**src/rtl/epc_pkg.sv**
```systemverilog
package epc_pkg;

  typedef struct packed {
    logic set;
    logic clr;
  } pulse_pair_t;

endpackage

```
**src/rtl/epc_sync.sv**
```systemverilog
module epc_sync #(
  parameter int STAGES = 2
) (
  input  logic clk,
  input  logic rst_n,
  input  logic d,
  output logic q
);

  logic [STAGES-1:0] chain_q;
  logic [STAGES-1:0] chain_d;

  always_comb begin
    chain_d = {chain_q[STAGES-2:0], d};
  end

  always_ff @(posedge clk or negedge rst_n) begin
    if (!rst_n) begin
      chain_q <= '0;
    end else begin
      chain_q <= chain_d;
    end
  end

  assign q = chain_q[STAGES-1];

endmodule

```
**src/rtl/epc_tx.sv**
```systemverilog
module epc_tx
  import epc_pkg::*;
#(
  parameter int REFRESH_CYC = 100,
  parameter int SYNC_STAGES = 2
) (
  input  logic        clk,
  input  logic        rst_n,
  input  logic        data_in,
  output pulse_pair_t lines
);

  localparam int RW = $clog2(REFRESH_CYC + 1);
  localparam logic [RW-1:0] REF_LAST = RW'(REFRESH_CYC - 1);

  logic          lvl_s;
  logic          prev_q, prev_d;
  logic [RW-1:0] idle_q, idle_d;
  pulse_pair_t   lines_q, lines_d;
  logic          edge_hit, refresh_hit, fire;

  epc_sync #(.STAGES(SYNC_STAGES)) u_sync (
    .clk  (clk),
    .rst_n(rst_n),
    .d    (data_in),
    .q    (lvl_s)
  );

  always_comb begin
    edge_hit    = lvl_s ^ prev_q;
    refresh_hit = !edge_hit && (idle_q == REF_LAST);
    fire        = edge_hit || refresh_hit;
    prev_d      = lvl_s;
    idle_d      = fire ? '0 : idle_q + 1'b1;
    lines_d.set = fire && lvl_s;
    lines_d.clr = fire && !lvl_s;
  end

  always_ff @(posedge clk or negedge rst_n) begin
    if (!rst_n) begin
      prev_q  <= 1'b0;
      idle_q  <= '0;
      lines_q <= '0;
    end else begin
      prev_q  <= prev_d;
      idle_q  <= idle_d;
      lines_q <= lines_d;
    end
  end

  assign lines = lines_q;

  AST_TX_EXCLUSIVE: assert property (@(posedge clk) disable iff (!rst_n)
    !(lines_q.set && lines_q.clr));
  AST_TX_SET_ONE_WIDE: assert property (@(posedge clk) disable iff (!rst_n)
    lines_q.set |=> !lines_q.set);
  AST_TX_CLR_ONE_WIDE: assert property (@(posedge clk) disable iff (!rst_n)
    lines_q.clr |=> !lines_q.clr);
  AST_TX_EDGE_SENDS: assert property (@(posedge clk) disable iff (!rst_n)
    edge_hit |=> (lines_q.set == prev_q) && (lines_q.set != lines_q.clr));

endmodule

```
**src/rtl/epc_rx.sv**
```systemverilog
module epc_rx #(
  parameter int   WATCHDOG_CYC  = 500,
  parameter logic DEFAULT_LEVEL = 1'b1
) (
  input  logic clk,
  input  logic rst_n,
  input  logic set_in,
  input  logic clr_in,
  output logic level_out,
  output logic lost_out
);

  localparam int WW = $clog2(WATCHDOG_CYC + 1);
  localparam logic [WW-1:0] WD_LAST = WW'(WATCHDOG_CYC - 1);

  logic          out_q, out_d;
  logic          lost_q, lost_d;
  logic [WW-1:0] wd_q, wd_d;
  logic          valid, expire;

  always_comb begin
    valid  = set_in ^ clr_in;
    expire = !valid && (wd_q == WD_LAST);
    out_d  = out_q;
    lost_d = lost_q;
    wd_d   = wd_q;
    if (valid) begin
      out_d  = set_in;
      lost_d = 1'b0;
      wd_d   = '0;
    end else if (expire) begin
      out_d  = DEFAULT_LEVEL;
      lost_d = 1'b1;
    end else begin
      wd_d   = wd_q + 1'b1;
    end
  end

  always_ff @(posedge clk or negedge rst_n) begin
    if (!rst_n) begin
      out_q  <= DEFAULT_LEVEL;
      lost_q <= 1'b0;
      wd_q   <= '0;
    end else begin
      out_q  <= out_d;
      lost_q <= lost_d;
      wd_q   <= wd_d;
    end
  end

  assign level_out = out_q;
  assign lost_out  = lost_q;

  AST_RX_SET_DRIVES_HIGH: assert property (@(posedge clk) disable iff (!rst_n)
    (set_in && !clr_in) |=> level_out);
  AST_RX_CLR_DRIVES_LOW: assert property (@(posedge clk) disable iff (!rst_n)
    (clr_in && !set_in) |=> !level_out);
  AST_RX_BOTH_IGNORED: assert property (@(posedge clk) disable iff (!rst_n)
    (set_in && clr_in && !expire) |=> $stable(level_out));
  AST_RX_LOST_DEFAULT: assert property (@(posedge clk) disable iff (!rst_n)
    lost_out |-> (level_out == DEFAULT_LEVEL));
  AST_RX_PULSE_CLEARS_LOST: assert property (@(posedge clk) disable iff (!rst_n)
    (set_in ^ clr_in) |=> !lost_out);

endmodule

```
**src/rtl/epc_codec.sv**
```systemverilog
module epc_codec
  import epc_pkg::*;
#(
  parameter int   REFRESH_CYC   = 100,
  parameter int   WATCHDOG_CYC  = 500,
  parameter logic DEFAULT_LEVEL = 1'b1,
  parameter int   SYNC_STAGES   = 2
) (
  input  logic clk,
  input  logic rst_n,
  input  logic tx_din,
  output logic tx_set_line,
  output logic tx_clr_line,
  input  logic rx_set_line,
  input  logic rx_clr_line,
  output logic rx_dout,
  output logic rx_link_lost
);

  pulse_pair_t tx_lines;

  epc_tx #(
    .REFRESH_CYC(REFRESH_CYC),
    .SYNC_STAGES(SYNC_STAGES)
  ) u_tx (
    .clk    (clk),
    .rst_n  (rst_n),
    .data_in(tx_din),
    .lines  (tx_lines)
  );

  assign tx_set_line = tx_lines.set;
  assign tx_clr_line = tx_lines.clr;

  epc_rx #(
    .WATCHDOG_CYC (WATCHDOG_CYC),
    .DEFAULT_LEVEL(DEFAULT_LEVEL)
  ) u_rx (
    .clk      (clk),
    .rst_n    (rst_n),
    .set_in   (rx_set_line),
    .clr_in   (rx_clr_line),
    .level_out(rx_dout),
    .lost_out (rx_link_lost)
  );

  AST_R8_RESET_IDLE: assert property (@(posedge clk)
    !rst_n |-> (!tx_set_line && !tx_clr_line && !rx_link_lost));

endmodule

```
**config.mk**
```make
export PLATFORM = sky130hd
export DESIGN_NAME = epc_codec
export DESIGN_NICKNAME = d
export VERILOG_FILES = /design/src/rtl/epc_pkg.sv /design/src/rtl/epc_sync.sv /design/src/rtl/epc_tx.sv /design/src/rtl/epc_rx.sv /design/src/rtl/epc_codec.sv
export SDC_FILE = /design/constraint.sdc
export NUM_CORES = 1
export LEC_CHECK = 0
export ABC_AREA = 1
export BUFFER_PORTS_ARGS = -buffer_cell sky130_fd_sc_hd__buf_2
export CAP_MARGIN = 25
export CELL_PAD_IN_SITES_DETAIL_PLACEMENT = 0
export CELL_PAD_IN_SITES_GLOBAL_PLACEMENT = 1
export CORE_UTILIZATION = 47
export DETAILED_ROUTE_END_ITERATION = 16
export GPL_ROUTABILITY_DRIVEN = 0
export PLACE_DENSITY_LB_ADDON = 0.1
export SYNTH_ARGS = -nofsm -noshare
export SYNTH_HDL_FRONTEND = slang
export SYNTH_SLANG_ARGS = --single-unit
```
**constraint.sdc**
```tcl
create_clock -name clk -period 1.9 [get_ports clk]
set_input_delay 0.19 -clock clk [delete_from_list [all_inputs] [get_ports clk]]
set_output_delay 0.19 -clock clk [all_outputs]
set_load 0.1 [all_outputs]
```
==> summary.md, run 1 <==
| Metric | Value |
|---|---|
| Status | `complete, no violations` |
| Max Cap Violations | `0` |
| DP Worst Slack | `0.628 ns` |
| Worst setup margin | `0.422 ns` |
| DRC errors left | `0` |
| Clock skew | `0.00563 ns` |
| Die X | `50.2 µm` |
| Root Buffer | `clkbuf_4` |
| Seq/Total Area, Yosys | `0.527` |
| Pin count of the biggest net entering global routing | `24` |
| DIE HEIGHT | `50.2 µm` |
| Die ar. | `2520 µm²` |
| H-tree Lvls | `1` |
| Count of final hold-check violations | `0` |
| Setup crit end kind | `primary output` |
| Overflow after GRT | `0` |
| Yosys Warn Count | `0` |
| Cts repair resizes | `0` |
| Post-layout min period | `1.48 ns` |
| Critical-path cell list | `buf_2` |
| Post-DRT Antenna Nets | `0` |
| Synthesis-to-finish area growth | `10.8%` |
| P_leak | `0.596 nW` |
| Clock sinks | `23` |
| PwrDens | `756 nW/µm²` |
| Final TNS setup | `0 ns` |
| Synth Register Bits | `23` |
| Share of layout cells above drive strength 1 | `0.176` |
| CP delay by family, top | `flip-flops` |
| Deepest clock path buffer count | `2` |
| Crit path buf inv count | `1` |
| CP startpoint kind | `register` |
| Diodes inserted | `0` |
| Cell area after synthesis | `1090 µm²` |
| Yosys cell types | `21` |
| Most frequent cells in the layout | `nand2_1 (23), dfrtp_1 (22), nor2_1 (19)` |
| GR Util All Layers | `0.172` |
| Post-Layout Cell Count | `164` |
| WS Path Type | `reg -> out` |
| Core box area | `2210 µm²` |
| Starting DRT DRC Count | `17` |
| Placed inst area | `1160 µm²` |
| Critical Path RT | `1.71 ns` |
| TritonCTS Buffers | `3` |
| Slew headroom | `0.667` |
| Class of the worst hold path | `in -> reg` |
| Initial antenna violation count | `0` |
| Final WL | `1790 µm` |
| Nets | `145` |
| Period utilisation layout | `0.778` |
| Most common cell after layout, fill and taps aside | `nand2_1` |
| Setup violators final | `0` |
| Fin Hold WS | `0.197 ns` |
| Measured slew at the worst slew-check pin | `0.499 ns` |
| CP peak stage delay | `0.56 ns` |
| Worst VDD drop | `0.528 mV` |
| Post-DP HPWL | `1290 µm` |
| Worst-path clk slew | `0.12 ns` |
| Final Cell Area | `1210 µm²` |
| I/O Buffers | `8` |
| Io pins | `9` |
| Drt first pass iters | `4` |
| Worst path slowest cell | `dfstp_2` |
| Vias in the first global route | `684` |
| Dpl cells | `158` |
| Critical path fanouts, max | `2` |
| Overall Power | `0.916 mW` |
| Max Freq | `0.677 GHz` |
| Syn nets | `131` |
| Vias | `779` |
| Average size of a mapped cell | `8.89 µm²` |
| RSZ-0062 raised after global routing | `no` |
| Worst skew pair latency | `0.31 ns` |
| Max-slew violations | `0` |
| Starting Density | `0.494` |
| Vias per Instance | `4.75` |
| Crit path DAT | `1.29 ns` |
| Cells after Synth | `123` |
| Row cnt | `17` |
| WL/cell | `10.9 µm` |
| CTS tree | `done` |
| Util after Layout | `0.548` |
| First-pass GRT wire length | `3050 µm` |
## registers in the layout, summed over array words and instances, names as in the netlist
register / count
u_rx.level_out: 1
u_tx.lines: 2
u_tx.prev_q: 1
u_rx.wd_q: 9
u_tx.idle_q: 7
u_rx.lost_out: 1
u_tx.u_sync.chain_q: 2
## synth_stat cells, drive strengths merged
cell    instances  share of area
xnor2           3          0.024
inv            15          0.051
xor2            2          0.016
nor3b           1         0.0069
buf             1         0.0046
ha              3          0.034
nand3          11          0.050
nand4           2          0.011
a21oi           6          0.031
nand3b          1         0.0069
nor2           22          0.092
nand2          30           0.13
dfrtp          22           0.50
dfstp           1          0.024
o21ai           2         0.0092
a21boi          1         0.0069
## what timing repair did
item | CTS | global route
hold buffers | 2 | 0
endpoints found under the hold margin | 23 | 0
setup buffers | 0 | 0
## area by class of cell
cell class                 instances  area (µm²)
clock buffer                       3        22.5
clock inverter                     1        5.00
fill                             212        1000
inverter                          15        56.3
multi-input combinational         84         455
sequential                        23         577
tap                               28        35.0
timing repair buffer              10        60.1
## worst paths after layout
kind | slack [ns] | startpoint | depth (start not counted) | to
min in group asynchronous | 0.36 | rst_n | 2 | u_rx.wd_q[6]
worst min register to register | 0.37 | u_tx.u_sync.chain_q[0] | 0 | u_tx.u_sync.chain_q[1]
worst min-delay path | 0.20 | rx_clr_line | 5 | u_rx.level_out
worst max register to register | 0.62 | u_rx.wd_q[0] | 6 | u_rx.wd_q[0]
max in group asynchronous | 1.18 | rst_n | 2 | u_rx.level_out
worst max-delay path | 0.42 | u_rx.level_out | 1 | rx_dout
## metal layers
metal,vias up,share of wire,GRT usage
li1,410,-,-
met1,352,0.53,0.242
met2,12,0.42,0.244
met3,5,0.023,0.0364
met4,0,0.025,0.100
met5,-,0,0
## power breakdown
group          internal, mW  switching [mW]  leakage (nW)  total (mW)
Sequential            0.521          0.0242         0.304       0.546
Combinational        0.0424           0.107         0.275       0.149
Clock                0.0787           0.143        0.0177       0.221
## kinds of logic (layout without fill, tap and decap cells)
group           count (synthesis)  count (layout)  synth area share
fa+ha+maj                       3               3            0.0343
xor+xnor                        5               5            0.0401
flops                          23              23             0.527
simple gates                   67              67             0.295
buf+inv                        16              29            0.0561
compound gates                  9               9            0.0469
Note: power is estimated with default switching activity, not from simulation.
==> inputs of run 2 (changes only) <==
ABC_AREA = 0   (was 1)
CORE_UTILIZATION = 40   (was 47)
clock period = 1.3 ns   (was 1.9 ns; I/O delays follow)
==> summary.md, run 2 <==
| Metric | Value |
|---|---|
| Clock skew | `0.00179 ns` |
| I/O Buffers | `8` |
| Top post-synthesis cells by area | `dfrtp_1 (53%), a21oi_1 (4.9%), xor2_1 (4.3%), ha_1 (3.6%), nor2_1 (3.3%)` |
| Average size of a mapped cell | `10.7 µm²` |
| Largest regs | `u_rx.wd_q (9), u_tx.idle_q (7)` |
| Cells after Synth | `96` |
| Clock power share | `0.237` |
| Seq/Total Area, Yosys | `0.560` |
| Crit path buf inv count | `0` |
| PwrDens | `1070 nW/µm²` |
| Worst setup margin | `0.0206 ns` |
| Most frequent cells in the layout | `dfrtp_1 (22), buf_4 (10), nor2_1 (9)` |
| Nets | `128` |
| Drt first pass iters | `4` |
| Pin count of the biggest net entering global routing | `24` |
| DRC errors left | `0` |
| Util after Layout | `0.519` |
| Top reg by flops | `u_rx.wd_q` |
| Setup violators final | `0` |
| Commonest cells in the netlist | `dfrtp_1 (22), a21oi_1 (10), nor2_1 (9)` |
| Count leader, synth | `dfrtp_1` |
| Setup crit end kind | `register` |
| Vias in the first global route | `722` |
| Synthesis-to-finish area growth | `23.8%` |
| Critical Path RT | `1.55 ns` |
| CP peak stage delay | `0.41 ns` |
| Vias | `765` |
| Post-layout min period | `1.28 ns` |
| H-tree Lvls | `1` |
| Final TNS setup | `0 ns` |
| Most common cell after layout, fill and taps aside | `dfrtp_1` |
| Initial antenna violation count | `0` |
| Critical path fanouts, max | `4` |
| Fin Hold WS | `0.0805 ns` |
| Core box area | `2450 µm²` |
| Post-synth ARST share | `1.00` |
| Top cell type's share of synthesized area | `0.535` |
| Overall Power | `1.36 mW` |
| Die X | `52.7 µm` |
| First-pass GRT wire length | `3080 µm` |
| Sequential power share | `0.585` |
| Main synth FF type | `dfrtp_1` |
| Final WL | `1870 µm` |
| Critical-path cell list | `ha_2, nand3_2, or3_1, a21oi_2` |
| TritonCTS Buffers | `3` |
| Post-synth EDFFs | `0` |
| Vias per Instance | `5.13` |
| DP Worst Slack | `-0.00973 ns` |
| Post-DP HPWL | `1310 µm` |
| CP delay by family, top | `simple AND/OR/NAND/NOR gates` |
| Yosys Warn Count | `0` |
| Share of layout cells above drive strength 1 | `0.294` |
| CTS tree | `done` |
| Final Cell Area | `1270 µm²` |
| WS Path Type | `reg -> reg` |
| Worst VDD drop | `0.682 mV` |
| Worst skew pair latency | `0.30 ns` |
| P_leak | `0.553 nW` |
| NetSw | `0.389 mW` |
| Starting DRT DRC Count | `8` |
| Class of the worst hold path | `in -> reg` |
| Die ar. | `2780 µm²` |
| WL/cell | `12.5 µm` |
| Row cnt | `18` |
| Syn nets | `104` |
| Sw frac | `0.285` |
| Worst path slowest cell | `dfrtp_1` |
| Max Freq | `0.782 GHz` |
| Period utilisation layout | `0.984` |
| Post-Layout Cell Count | `149` |
| GR Util All Layers | `0.158` |
| Count of final hold-check violations | `0` |
| Dpl cells | `142` |
| Yosys cell types | `28` |
| Status | `complete, no violations` |
| Max Cap Violations | `0` |
| Starting Density | `0.419` |
| Deepest clock path buffer count | `2` |
| Post-DRT Antenna Nets | `0` |
| Logic pwr share | `0.178` |
| Root Buffer | `clkbuf_4` |
| Post-synth top area cell | `dfrtp_1` |
| Placed inst area | `1190 µm²` |
| Measured slew at the worst slew-check pin | `0.509 ns` |
| RSZ-0062 raised after global routing | `yes` |
| Cell area after synthesis | `1030 µm²` |
| Clock sinks | `23` |
| Max-slew violations | `0` |
| Diodes inserted | `0` |
| Synth Register Bits | `23` |
| DIE HEIGHT | `52.7 µm` |
| Slew headroom | `0.661` |
| Overflow after GRT | `0` |
| Max FFs per register | `9` |
| CP startpoint kind | `register` |
| Io pins | `9` |
| Internal power | `0.975 mW` |
| Crit path DAT | `1.53 ns` |
| Worst-path clk slew | `0.12 ns` |
==> run 2: cell types whose count changed after synthesis, moves of 4 or more <==
| cell | change |
|---|---|
| nor2_1 | -10 |
| o21ai_0 | +4 |
| nand2_1 | -18 |
| a21oi_1 | +5 |
| nand3_1 | -5 |
| nand2_2 | -5 |
| inv_1 | -12 |
==> run 2: cell type report <==
| type | count | area, µm² |
|---|---|---|
| inverter | 4 | 15.0 |
| clock buffer | 3 | 22.5 |
| clock inverter | 1 | 5.00 |
| sequential | 23 | 577 |
| timing repair buffer | 20 | 150 |
| fill | 236 | 1180 |
| multi-input combinational | 68 | 468 |
| tap | 30 | 37.5 |
==> run 2: what timing repair did <==
item                                   CTS  global route
hold buffers                             2             0
pin swaps                                0             5
endpoints found under the hold margin   23             0
setup endpoints to repair                1            13
gates resized for setup                  1            11
buffers inserted                         1             0
==> run 2: path summary, 6_finish.rpt <==
check,to,from,slack (ns),cells after the start
worst max-delay path,u_rx.wd_q[8],u_rx.wd_q[1],0.02,4
worst min-delay path,u_rx.level_out,rx_clr_line,0.08,3
worst max register to register,u_rx.wd_q[8],u_rx.wd_q[1],0.02,4
worst min register to register,u_tx.u_sync.chain_q[1],u_tx.u_sync.chain_q[0],0.36,0
max in group asynchronous,u_rx.level_out,rst_n,0.63,2
min in group asynchronous,u_tx.idle_q[1],rst_n,0.31,2
==> run 2: worst register-to-register path: cells and delay by family (launching register included) <==
kind	cells	cell delay (ns)
compound gates	1	0.12
simple gates	2	0.47
fa+ha+maj	1	0.22
flops	1	0.41
==> run 2: cell families after synthesis <==
family | share of synthesized area
XOR/XNOR | 0.0595
AO/OA/AOI/OAI | 0.115
multiplexers | 0.00972
buffers and inverters | 0.0182
AND/OR/NAND/NOR | 0.200
adder cells (fa/ha/maj) | 0.0365
flip-flops | 0.560
==> run 2: power groups by stage <==
stage | registers, mW | clock network, mW | logic [mW]
after floorplan | 0.854 | 0 | 0.0913
after global placement | 0.808 | 0 | 0.226
after detailed placement | 0.809 | 0 | 0.228
after CTS | 0.796 | 0.345 | 0.240
after global routing | 0.803 | 0.365 | 0.270
final | 0.797 | 0.324 | 0.242
==> run 2: metal layers <==
metal  global-route usage  up-vias  part of all wire
met1                0.184      370              0.47
met3               0.0261        2             0.017
met2                0.274        3              0.50
met4               0.0789        0             0.011
met5                    0        -                 0
li1                     -      390                 -
